$ cat src/rtl/tick_softint_regs.sv
module tick_softint_regs #(
  parameter int NWIN    = 8,
  parameter int MAXTL   = 6,
  parameter int MAXGL   = 3,
  parameter int PIL_W   = 4,
  parameter int ST_W    = 8,
  parameter int IE_BIT  = 1,
  parameter int TBA_LOW = 15,
  parameter int SUP_BIT = 16
) (
  input  logic        clk,
  input  logic        rst_n,
  input  logic [3:0]  reg_sel,
  input  logic        reg_wr,
  input  logic [63:0] reg_wdata,
  output logic [63:0] reg_rdata,
  output logic [63:0] softint_o,
  output logic        hyp_match_o,
  output logic        reeval_o,
  output logic        wr_err_o
);
  localparam logic [3:0] S_SOFT = 4'd0, S_SET = 4'd1, S_CLR = 4'd2, S_CMPS = 4'd3,
                         S_CMPH = 4'd4, S_PIL = 4'd5, S_STATE = 4'd6, S_TBA = 4'd7,
                         S_VER  = 4'd8, S_TICK = 4'd9;
  localparam logic [63:0] TBA_MASK = ~((64'd1 << TBA_LOW) - 64'd1);
  localparam logic [63:0] HIT_BIT  = 64'd1 << SUP_BIT;
  localparam logic [63:0] VER_VAL  = {40'd0, 8'(MAXGL), 8'(MAXTL), 8'(NWIN)};

  logic [62:0]      tick;
  logic [63:0]      softint, cmp_sup, cmp_hyp, tba, sw_next;
  logic [PIL_W-1:0] pil;
  logic [ST_W-1:0]  state;
  logic             hyp_flag, reeval, err;

  wire sup_hit = !cmp_sup[63] && (cmp_sup[62:0] == tick);
  wire hyp_hit = !cmp_hyp[63] && (cmp_hyp[62:0] == tick);

  wire wr_soft  = reg_wr && (reg_sel == S_SOFT || reg_sel == S_SET || reg_sel == S_CLR);
  wire wr_pil   = reg_wr && reg_sel == S_PIL;
  wire wr_state = reg_wr && reg_sel == S_STATE;
  wire wr_bad   = reg_wr && reg_sel >= S_VER;
  wire pil_drop = wr_pil && (reg_wdata[PIL_W-1:0] < pil);
  wire ie_rise  = wr_state && reg_wdata[IE_BIT] && !state[IE_BIT];
  wire [63:0] hit_mask = sup_hit ? HIT_BIT : 64'd0;

  always_comb begin
    case (reg_sel)
      S_SOFT:  sw_next = reg_wdata;
      S_SET:   sw_next = softint | reg_wdata;
      S_CLR:   sw_next = softint & ~reg_wdata;
      default: sw_next = softint;
    endcase
  end

  always_ff @(posedge clk) begin
    if (!rst_n) begin
      tick     <= '0;
      softint  <= '0;
      cmp_sup  <= 64'h8000_0000_0000_0000;
      cmp_hyp  <= 64'h8000_0000_0000_0000;
      pil      <= '0;
      state    <= '0;
      tba      <= '0;
      hyp_flag <= 1'b0;
      reeval   <= 1'b0;
      err      <= 1'b0;
    end else begin
      tick    <= tick + 63'd1;
      softint <= (wr_soft ? sw_next : softint) | hit_mask;
      if (reg_wr && reg_sel == S_CMPS) cmp_sup <= reg_wdata;
      if (reg_wr && reg_sel == S_CMPH) cmp_hyp <= reg_wdata;
      if (wr_pil)   pil   <= reg_wdata[PIL_W-1:0];
      if (wr_state) state <= reg_wdata[ST_W-1:0];
      if (reg_wr && reg_sel == S_TBA) tba <= reg_wdata & TBA_MASK;
      if (hyp_hit) hyp_flag <= 1'b1;
      else if (reg_wr && reg_sel == S_CMPH) hyp_flag <= 1'b0;
      reeval <= wr_soft | sup_hit | hyp_hit | pil_drop | ie_rise;
      err    <= wr_bad;
    end
  end

  always_comb begin
    case (reg_sel)
      S_SOFT, S_SET, S_CLR: reg_rdata = softint;
      S_CMPS:  reg_rdata = cmp_sup;
      S_CMPH:  reg_rdata = cmp_hyp;
      S_PIL:   reg_rdata = 64'(pil);
      S_STATE: reg_rdata = 64'(state);
      S_TBA:   reg_rdata = tba & TBA_MASK;
      S_VER:   reg_rdata = VER_VAL;
      S_TICK:  reg_rdata = {1'b0, tick};
      default: reg_rdata = 64'd0;
    endcase
  end

  assign softint_o   = softint;
  assign hyp_match_o = hyp_flag;
  assign reeval_o    = reeval;
  assign wr_err_o    = err;

  a_r3_set_alias: assert property (@(posedge clk) disable iff (!rst_n)
    (reg_wr && reg_sel == S_SET) |=>
      softint_o == ($past(softint_o) | $past(reg_wdata) | ($past(sup_hit) ? HIT_BIT : 64'd0)));
  a_r4_clr_alias: assert property (@(posedge clk) disable iff (!rst_n)
    (reg_wr && reg_sel == S_CLR) |=>
      softint_o == (($past(softint_o) & ~$past(reg_wdata)) | ($past(sup_hit) ? HIT_BIT : 64'd0)));
  a_r5_soft_reeval: assert property (@(posedge clk) disable iff (!rst_n)
    wr_soft |=> reeval_o);
  a_r7_sup_match: assert property (@(posedge clk) disable iff (!rst_n)
    sup_hit |=> (softint_o[SUP_BIT] && reeval_o));
  a_r8_hyp_match: assert property (@(posedge clk) disable iff (!rst_n)
    hyp_hit |=> (hyp_match_o && reeval_o && (softint_o == $past(wr_soft ? sw_next : softint) | $past(hit_mask))));
  a_r10_ie_rise: assert property (@(posedge clk) disable iff (!rst_n)
    (wr_state && reg_wdata[IE_BIT] && !state[IE_BIT]) |=> reeval_o);
  a_r12_ver_err: assert property (@(posedge clk) disable iff (!rst_n)
    (reg_wr && reg_sel == S_VER) |=> wr_err_o);
  a_r13_tick_step: assert property (@(posedge clk) disable iff (!rst_n)
    1'b1 |=> tick == $past(tick) + 63'd1);
endmodule

$ cat config.mk
export PLATFORM = sky130hd
export DESIGN_NAME = tick_softint_regs
export DESIGN_NICKNAME = d
export VERILOG_FILES = /design/src/rtl/tick_softint_regs.sv
export SDC_FILE = /design/constraint.sdc
export NUM_CORES = 1
export LEC_CHECK = 0
export BUFFER_PORTS_ARGS = -buffer_cell sky130_fd_sc_hd__buf_2
export CORE_MARGIN = 3
export CORE_UTILIZATION = 46
export CTS_CLUSTER_SIZE = 12
export DETAILED_ROUTE_END_ITERATION = 7
export PLACE_DENSITY = 0.66
export SYNTH_ARGS = -nofsm -noshare
export SYNTH_HDL_FRONTEND = slang
export SYNTH_SLANG_ARGS = --single-unit
export TNS_END_PERCENT = 30
$ cat constraint.sdc
create_clock -name clk -period 2.4 [get_ports clk]
set_input_delay 0 -clock clk [delete_from_list [all_inputs] [get_ports clk]]
set_output_delay 0 -clock clk [all_outputs]
set_load 0.01 [all_outputs]
==> results of run 1 <==
[cell type report]
type	count	area (µm²)	share of cell area [%]
repair buffers	323	2217	11.98
clock inverters	10	132.6	0.7167
multi-input cells	1411	8014	43.30
well taps	435	544.3	2.941
inverters	35	138.9	0.7505
flip-flops and latches	319	6386	34.51
clock buffers	55	1074	5.801
[final timing paths]
check / to / slack, ps / cells past startpoint
max: tick[58]$_SDFF_PN0_ / 80 / 6
max reg2reg: tick[58]$_SDFF_PN0_ / 80 / 6
min reg2reg: tba[62]$_SDFFE_PN0P_ / 460 / 2
min: softint_o[62]$_SDFFE_PN0P_ / 260 / 5
[worst register-to-register path, cell delays in order (launching register included)]
cell and delay (ps):
dfxtp_1 500, nand4_1 330, nor4_2 440, nand3_2 380
nor3_1 340, xnor2_1 160, nor2_1 50
[stage by stage]
stage	hold WS [ps]	std cells	worst slack (ps)
after floorplan	71.83	1942	389.7
after global placement	273.6	2455	237.5
after detailed placement	281.6	2455	142.7
after CTS	265.8	2588	125.1
after global routing	313.0	2588	-20.47
final	255.5	2588	82.55
[cells by family (layout without fill, tap and decap cells)]
family,count (synthesis),after routing,share of synthesized area (%)
AO/OA/AOI/OAI,499,499,20.95
XOR/XNOR,151,151,8.693
adder cells (fa/ha/maj),4,4,0.3290
buffers and inverters,212,423,5.708
flip-flops,319,319,41.98
multiplexers,4,4,0.2632
AND/OR/NAND/NOR,753,753,22.08
[state kept, by name (all words and copies together), names as in the netlist, 4 cells and up]
register and cells:
cmp_hyp 64, pil 4, softint_o 64, tba 49, state 8, cmp_sup 64
tick 63
[cell usage in the layout, fill, tap and decap left out, types with 3 or more instances in the layout]
master,netlist,routed
and2_2,0,5
nor4_2,6,7
nand3_1,42,42
bufinv_16,0,3
nor3_1,10,9
dfxtp_1,319,319
clkinv_2,0,5
a21oi_1,200,200
dlygate4sd3_1,0,68
nor3_2,8,9
o21ai_0,75,75
and4_1,3,3
nand4_1,37,37
o22ai_1,11,11
a22o_1,6,6
xor2_1,51,51
and3_1,11,10
o2bb2ai_1,4,4
or3_1,10,10
nor2b_1,7,5
xnor2_1,100,100
a22oi_1,146,146
inv_1,34,34
mux2i_1,4,4
clkbuf_8,0,8
nor4_1,14,13
clkbuf_16,0,37
buf_4,4,44
buf_2,25,201
a222oi_1,48,48
nor2_1,126,125
ha_1,4,4
buf_12,1,10
nand2_1,450,448
clkbuf_1,131,10
a221oi_1,5,5
and2_1,10,5
[what timing repair did]
action / in CTS / in global routing
setup endpoints to repair: 0 / 10
hold buffers: 68 / 0
endpoints found under the hold margin: 257 / 0
resized for setup: 0 / 2
[layer usage]
metal / up-vias / global-route usage, % / wire length (µm)
met4: 0 / 9.553 / 1638
met2: 665 / 47.64 / 24840
li1: 7130 / - / -
met5: - / 0 / 0
met1: 7340 / 38.77 / 22580
met3: 100 / 5.758 / 4519
[where the power goes]
group	leakage, µW	internal (µW)	total, µW	switching (µW)
logic	0.00383	299	809	510
registers	0.00258	5370	5430	68.4
clock network	0.000596	3410	5630	2210
total	0.00700	9080	11900	2790
==> impl_metrics.py, run 1 <==
metrics = {
    "clock_network": {
        "cts_root_buf": "clkbuf_16",
        "cts_buffers": 36,
        "clk_path_buf_depth": 3,
        "post-cts-setup-buffer-count": 0,
        "h-tree-depth": 2,
        "cts.clk_slew.worst_paths_ps": 60,
        "cts.sink_count": 319,
        "worst_skew_pair.late_latency_ps": 520,
        "cts_tree": "done",
    },
    "synthesis": {
        "synth_most_common_cell": "nand2_1",
        "async_flop_share_pct": 0,
        "postSynthCellCount": 1942,
        "synth_edf_count": 0,
        "ys_warn_count": 0,
        "synth_top_area_cell": "dfxtp_1",
        "seq_area_frac_synth_pct": 41.98,
        "netlist_area_um2": 15210,
        "synth.avg_cell_area_um2": 7.834,
        "syn_nets": 2017,
        "ys_top_cells_by_area": "dfxtp_1, nand2_1, a22oi_1",
        "synth_seq_cells": 319,
        "ys.flop_type": "dfxtp_1",
        "yosysTopAreaCellShare_pct": 41.98,
        "synth_common_cells": "nand2_1, dfxtp_1, a21oi_1",
        "yosysUniqueCellTypes": 51,
    },
    "sta": {
        "rsz0062_at_grt": "yes",
        "fin_crit_sh_pct": 96.56,
        "hold_violations": 0,
        "finalSetupViolations": 0,
        "slew_violations": 0,
        "period_needed_ps": 2317,
        "setup_tns_ps": 0,
        "relSlewSlack_pct": 46.05,
        "fin_skew_ps": 14.57,
        "tightest_slew_ps": 809.3,
        "fmax_mhz": 431.5,
    },
    "floorplan": {
        "die_h_um": 187.9,
        "row_count": 65,
        "initial_core_util_pct": 47.48,
        "io_pins": 202,
        "core_um2": 32040,
        "dieArea_um2": 35290,
        "die_x_um": 187.9,
    },
    "setup_path": {
        "crit_slowest_cell": "dfxtp_1",
        "max_stage_delay_ps": 500,
        "cp.required_ps": 2800,
        "arrival_ps": 2710,
        "endpoint_kind": "flop",
        "critPathLaunch": "tick[10]$_SDFF_PN0_",
        "path_cells": "nand4_1 -> nor4_2 -> nand3_2 -> nor3_1 -> xnor2_1 -> nor2_1",
        "critical_path_class": "reg2reg",
        "worstSetupStartpointType": "flop",
        "r2r_start": "tick[10]$_SDFF_PN0_",
        "cp_max_fo": 10,
        "path_buf_inv": 0,
        "critPathTopFamily": "simple AND/OR/NAND/NOR gates",
    },
    "finish": {
        "area_growth_pct": 21.65,
        "fin_util_pct": 57.75,
        "nets": 2201,
        "nFillCells": 3033,
        "diodes": 0,
        "fin_area_um2": 18510,
        "drive_above_1_share_pct": 16.16,
    },
    "placed_design": {
        "io_buffer_count": 201,
        "postPlaceCellArea_um2": 16610,
        "dp_hpwl_mm": 36.45,
        "finalWeightedCongestion": 0.9898,
    },
    "global_routing": {
        "grt_max_degree": 96,
        "grt_pass1_wl_mm": 83.10,
        "antenna_found_initial": 0,
        "overflow": 0,
        "grt_pass1_vias": 14510,
        "track_usage_pct": 29.14,
    },
    "run": {
        "max-cap-violations": 0,
    },
    "route": {
        "num_vias": 15240,
        "wl_per_cell_um": 20.70,
        "wirelength_mm": 53.58,
        "vias_per_cell": 5.887,
        "ant_nets": 0,
        "drc": 0,
        "first_pass_iters": 7,
        "drt_iter0_markers": 1807,
    },
    "power_and_ir_drop": {
        "power.density_nw_per_um2": 641.3,
        "leakagePower_uw": 0.007000,
        "p_total_uw": 11870,
        "vdd_ir_drop_max_uv": 530.1,
    },
    "run_status": {
        "status": "finished, final reports clean",
    },
    "min_path": {
        "hold_path_class": "in2reg",
        "min_from": "reg_sel[2]",
    },
}
No activity file was read; power rests on OpenSTA's default activity.
==> run 2: changes to the inputs <==
--- a/config.mk
+++ b/config.mk
@@ -7,10 +7,11 @@
 export LEC_CHECK = 0
 export BUFFER_PORTS_ARGS = -buffer_cell sky130_fd_sc_hd__buf_2
 export CORE_MARGIN = 3
-export CORE_UTILIZATION = 46
+export CORE_UTILIZATION = 50
 export CTS_CLUSTER_SIZE = 12
 export DETAILED_ROUTE_END_ITERATION = 7
-export PLACE_DENSITY = 0.66
+export GPL_ROUTABILITY_DRIVEN = 1
+export PLACE_DENSITY = 0.71
 export SYNTH_ARGS = -nofsm -noshare
 export SYNTH_HDL_FRONTEND = slang
 export SYNTH_SLANG_ARGS = --single-unit
==> impl_metrics.py, run 2 (synthesis gave the netlist of run 1 again) <==
metrics = {
    "run_status": {
        "status": "finished, final reports clean",
    },
    "sta": {
        "hold_violations": 0,
        "rsz0062_at_grt": "no",
        "fmax_mhz": 439.9,
        "fin_crit_sh_pct": 94.71,
        "relSlewSlack_pct": 46.16,
        "slew_violations": 0,
        "finalSetupViolations": 0,
        "tightest_slew_ps": 807.7,
        "fin_skew_ps": 13.26,
        "period_needed_ps": 2273,
        "setup_tns_ps": 0,
    },
    "floorplan": {
        "row_count": 63,
        "core_um2": 29800,
        "initial_core_util_pct": 51.06,
        "die_h_um": 180.4,
        "io_pins": 202,
        "die_x_um": 180.4,
        "dieArea_um2": 32560,
    },
    "setup_path": {
        "cp.required_ps": 2400,
        "crit_slowest_cell": "dlygate4sd3_1",
        "endpoint_kind": "output port",
        "r2r_end": "tick[41]$_SDFF_PN0_",
        "critPathMostFrequentCell": "buf_2",
        "cp_max_fo": 32,
        "critPathTopFamily": "buffers and inverters",
        "worstSetupStartpointType": "primary input",
        "r2r_cells": 7,
        "critical_path_class": "in2out",
        "ff2ff_setup_slack_ps": 140,
        "arrival_ps": 2270,
        "max_stage_delay_ps": 520,
        "r2r_start": "tick[6]$_SDFF_PN0_",
        "path_cells": "dlygate4sd3_1 -> buf_2 -> nor2b_1 -> and2_2 -> buf_4 -> a22oi_1 -> nand2_1 -> buf_2",
        "path_buf_inv": 4,
    },
    "clock_network": {
        "cts_buffers": 36,
        "cts_root_buf": "clkbuf_16",
        "cts.sink_count": 319,
        "worst_skew_pair.late_latency_ps": 520,
        "clk_path_buf_depth": 3,
        "cts.clk_slew.worst_paths_ps": 60,
        "cts_tree": "done",
        "h-tree-depth": 2,
    },
    "route": {
        "vias_per_cell": 6.065,
        "first_pass_iters": 8,
        "drc": 0,
        "ant_nets": 0,
        "wl_per_cell_um": 21.24,
        "drt_iter0_markers": 1942,
        "wirelength_mm": 53.98,
        "num_vias": 15410,
    },
    "finish": {
        "area_growth_pct": 20.66,
        "nets": 2204,
        "diodes": 0,
        "final_common_cell": "nand2_1",
        "drive_above_1_share_pct": 16.04,
        "mostFrequentLayoutCells": "nand2_1, dfxtp_1, buf_2, a21oi_1, a22oi_1",
    },
    "min_path": {
        "holdPathEnd": "softint_o[1]$_SDFFE_PN0P_",
        "min_from": "reg_sel[0]",
        "hold_path_class": "in2reg",
        "min_delay_path_depth": 5,
    },
    "power_and_ir_drop": {
        "leakagePower_uw": 0.006975,
        "vdd_ir_drop_max_uv": 554.5,
        "power.density_nw_per_um2": 626.6,
        "p_total_uw": 11500,
    },
    "placed_design": {
        "io_buffer_count": 201,
        "finalWeightedCongestion": 1.000,
        "dp_hpwl_mm": 36.97,
    },
    "global_routing": {
        "grt_pass1_wl_mm": 85.65,
        "track_usage_pct": 32.23,
        "grt_max_degree": 85,
        "overflow": 0,
        "antenna_found_initial": 0,
        "grt_pass1_vias": 14600,
    },
    "run": {
        "max-cap-violations": 0,
    },
}
==> run 2: how the worst max path moves through the flow <==
| stage | from | to | slack (ps) | cells after the start |
|---|---|---|---|---|
| finish | reg_sel[3] | reg_rdata[27] | 130 | 8 |
| global route | tick[6]$_SDFF_PN0_ | tick[37]$_SDFF_PN0_ | 6 | 7 |
| CTS | tick[25]$_SDFF_PN0_ | reeval_o$_SDFF_PN0_ | 70 | 6 |
| detailed placement | tick[25]$_SDFF_PN0_ | reeval_o$_SDFF_PN0_ | 80 | 6 |
| global placement | tick[6]$_SDFF_PN0_ | tick[35]$_SDFF_PN0_ | 240 | 6 |
| floorplan | tick[29]$_SDFF_PN0_ | tick[56]$_SDFF_PN0_ | 390 | 9 |
==> run 2: worst min-delay path: stages <==
cell     delay, ps
buf_2          190
nor2_4          70
o21ai_0        170
a22oi_1         70
nor2_1          80
==> run 2: what timing repair did <==
item / in CTS / in global routing
endpoints found under the setup margin: 0 / 15
gates resized for setup: 0 / 2
endpoints found under the hold margin: 257 / 0
setup buffers: 0 / 1
hold buffers: 67 / 0
==> run 2: final cells by class <==
| cell class | count | area, µm² |
|---|---|---|
| Clock inverter | 7 | 62.56 |
| Clock buffer | 53 | 1036 |
| Multi-Input combinational cell | 1411 | 8020 |
| Inverter | 35 | 138.9 |
| Timing Repair Buffer | 326 | 2225 |
| Tap cell | 390 | 488.0 |
| Sequential cell | 319 | 6386 |
| Fill cell | 2657 | 11440 |
==> run 2: power breakdown <==
| group | internal (µW) | switching, µW | total [µW] |
|---|---|---|---|
| clock | 3080 | 2180 | 5260 |
| sequential | 5370 | 69.7 | 5430 |
| combinational | 296 | 511 | 807 |
==> run 2: routing by layer <==
layer	part of all wire [%]	up-vias	track usage (%)
li1	-	7124	-
met1	42	7479	44.38
met2	48	719	53.58
met3	8.0	89	4.744
met4	2.2	0	7.860
met5	0	-	0
==> run 2: stage by stage <==
step	setup WS, ps	utilization (%)	area (µm²)	hold slack (ps)	instances
after CTS	66.41	61.53	18330	84.55	2540
after detailed placement	82.01	55.59	16560	280.7	2413
after global routing	5.594	61.61	18360	155.3	2541
after global placement	235.6	55.59	16560	273.2	2413
final	126.8	61.61	18360	85.45	2541
after floorplan	389.7	-	15210	71.83	1942
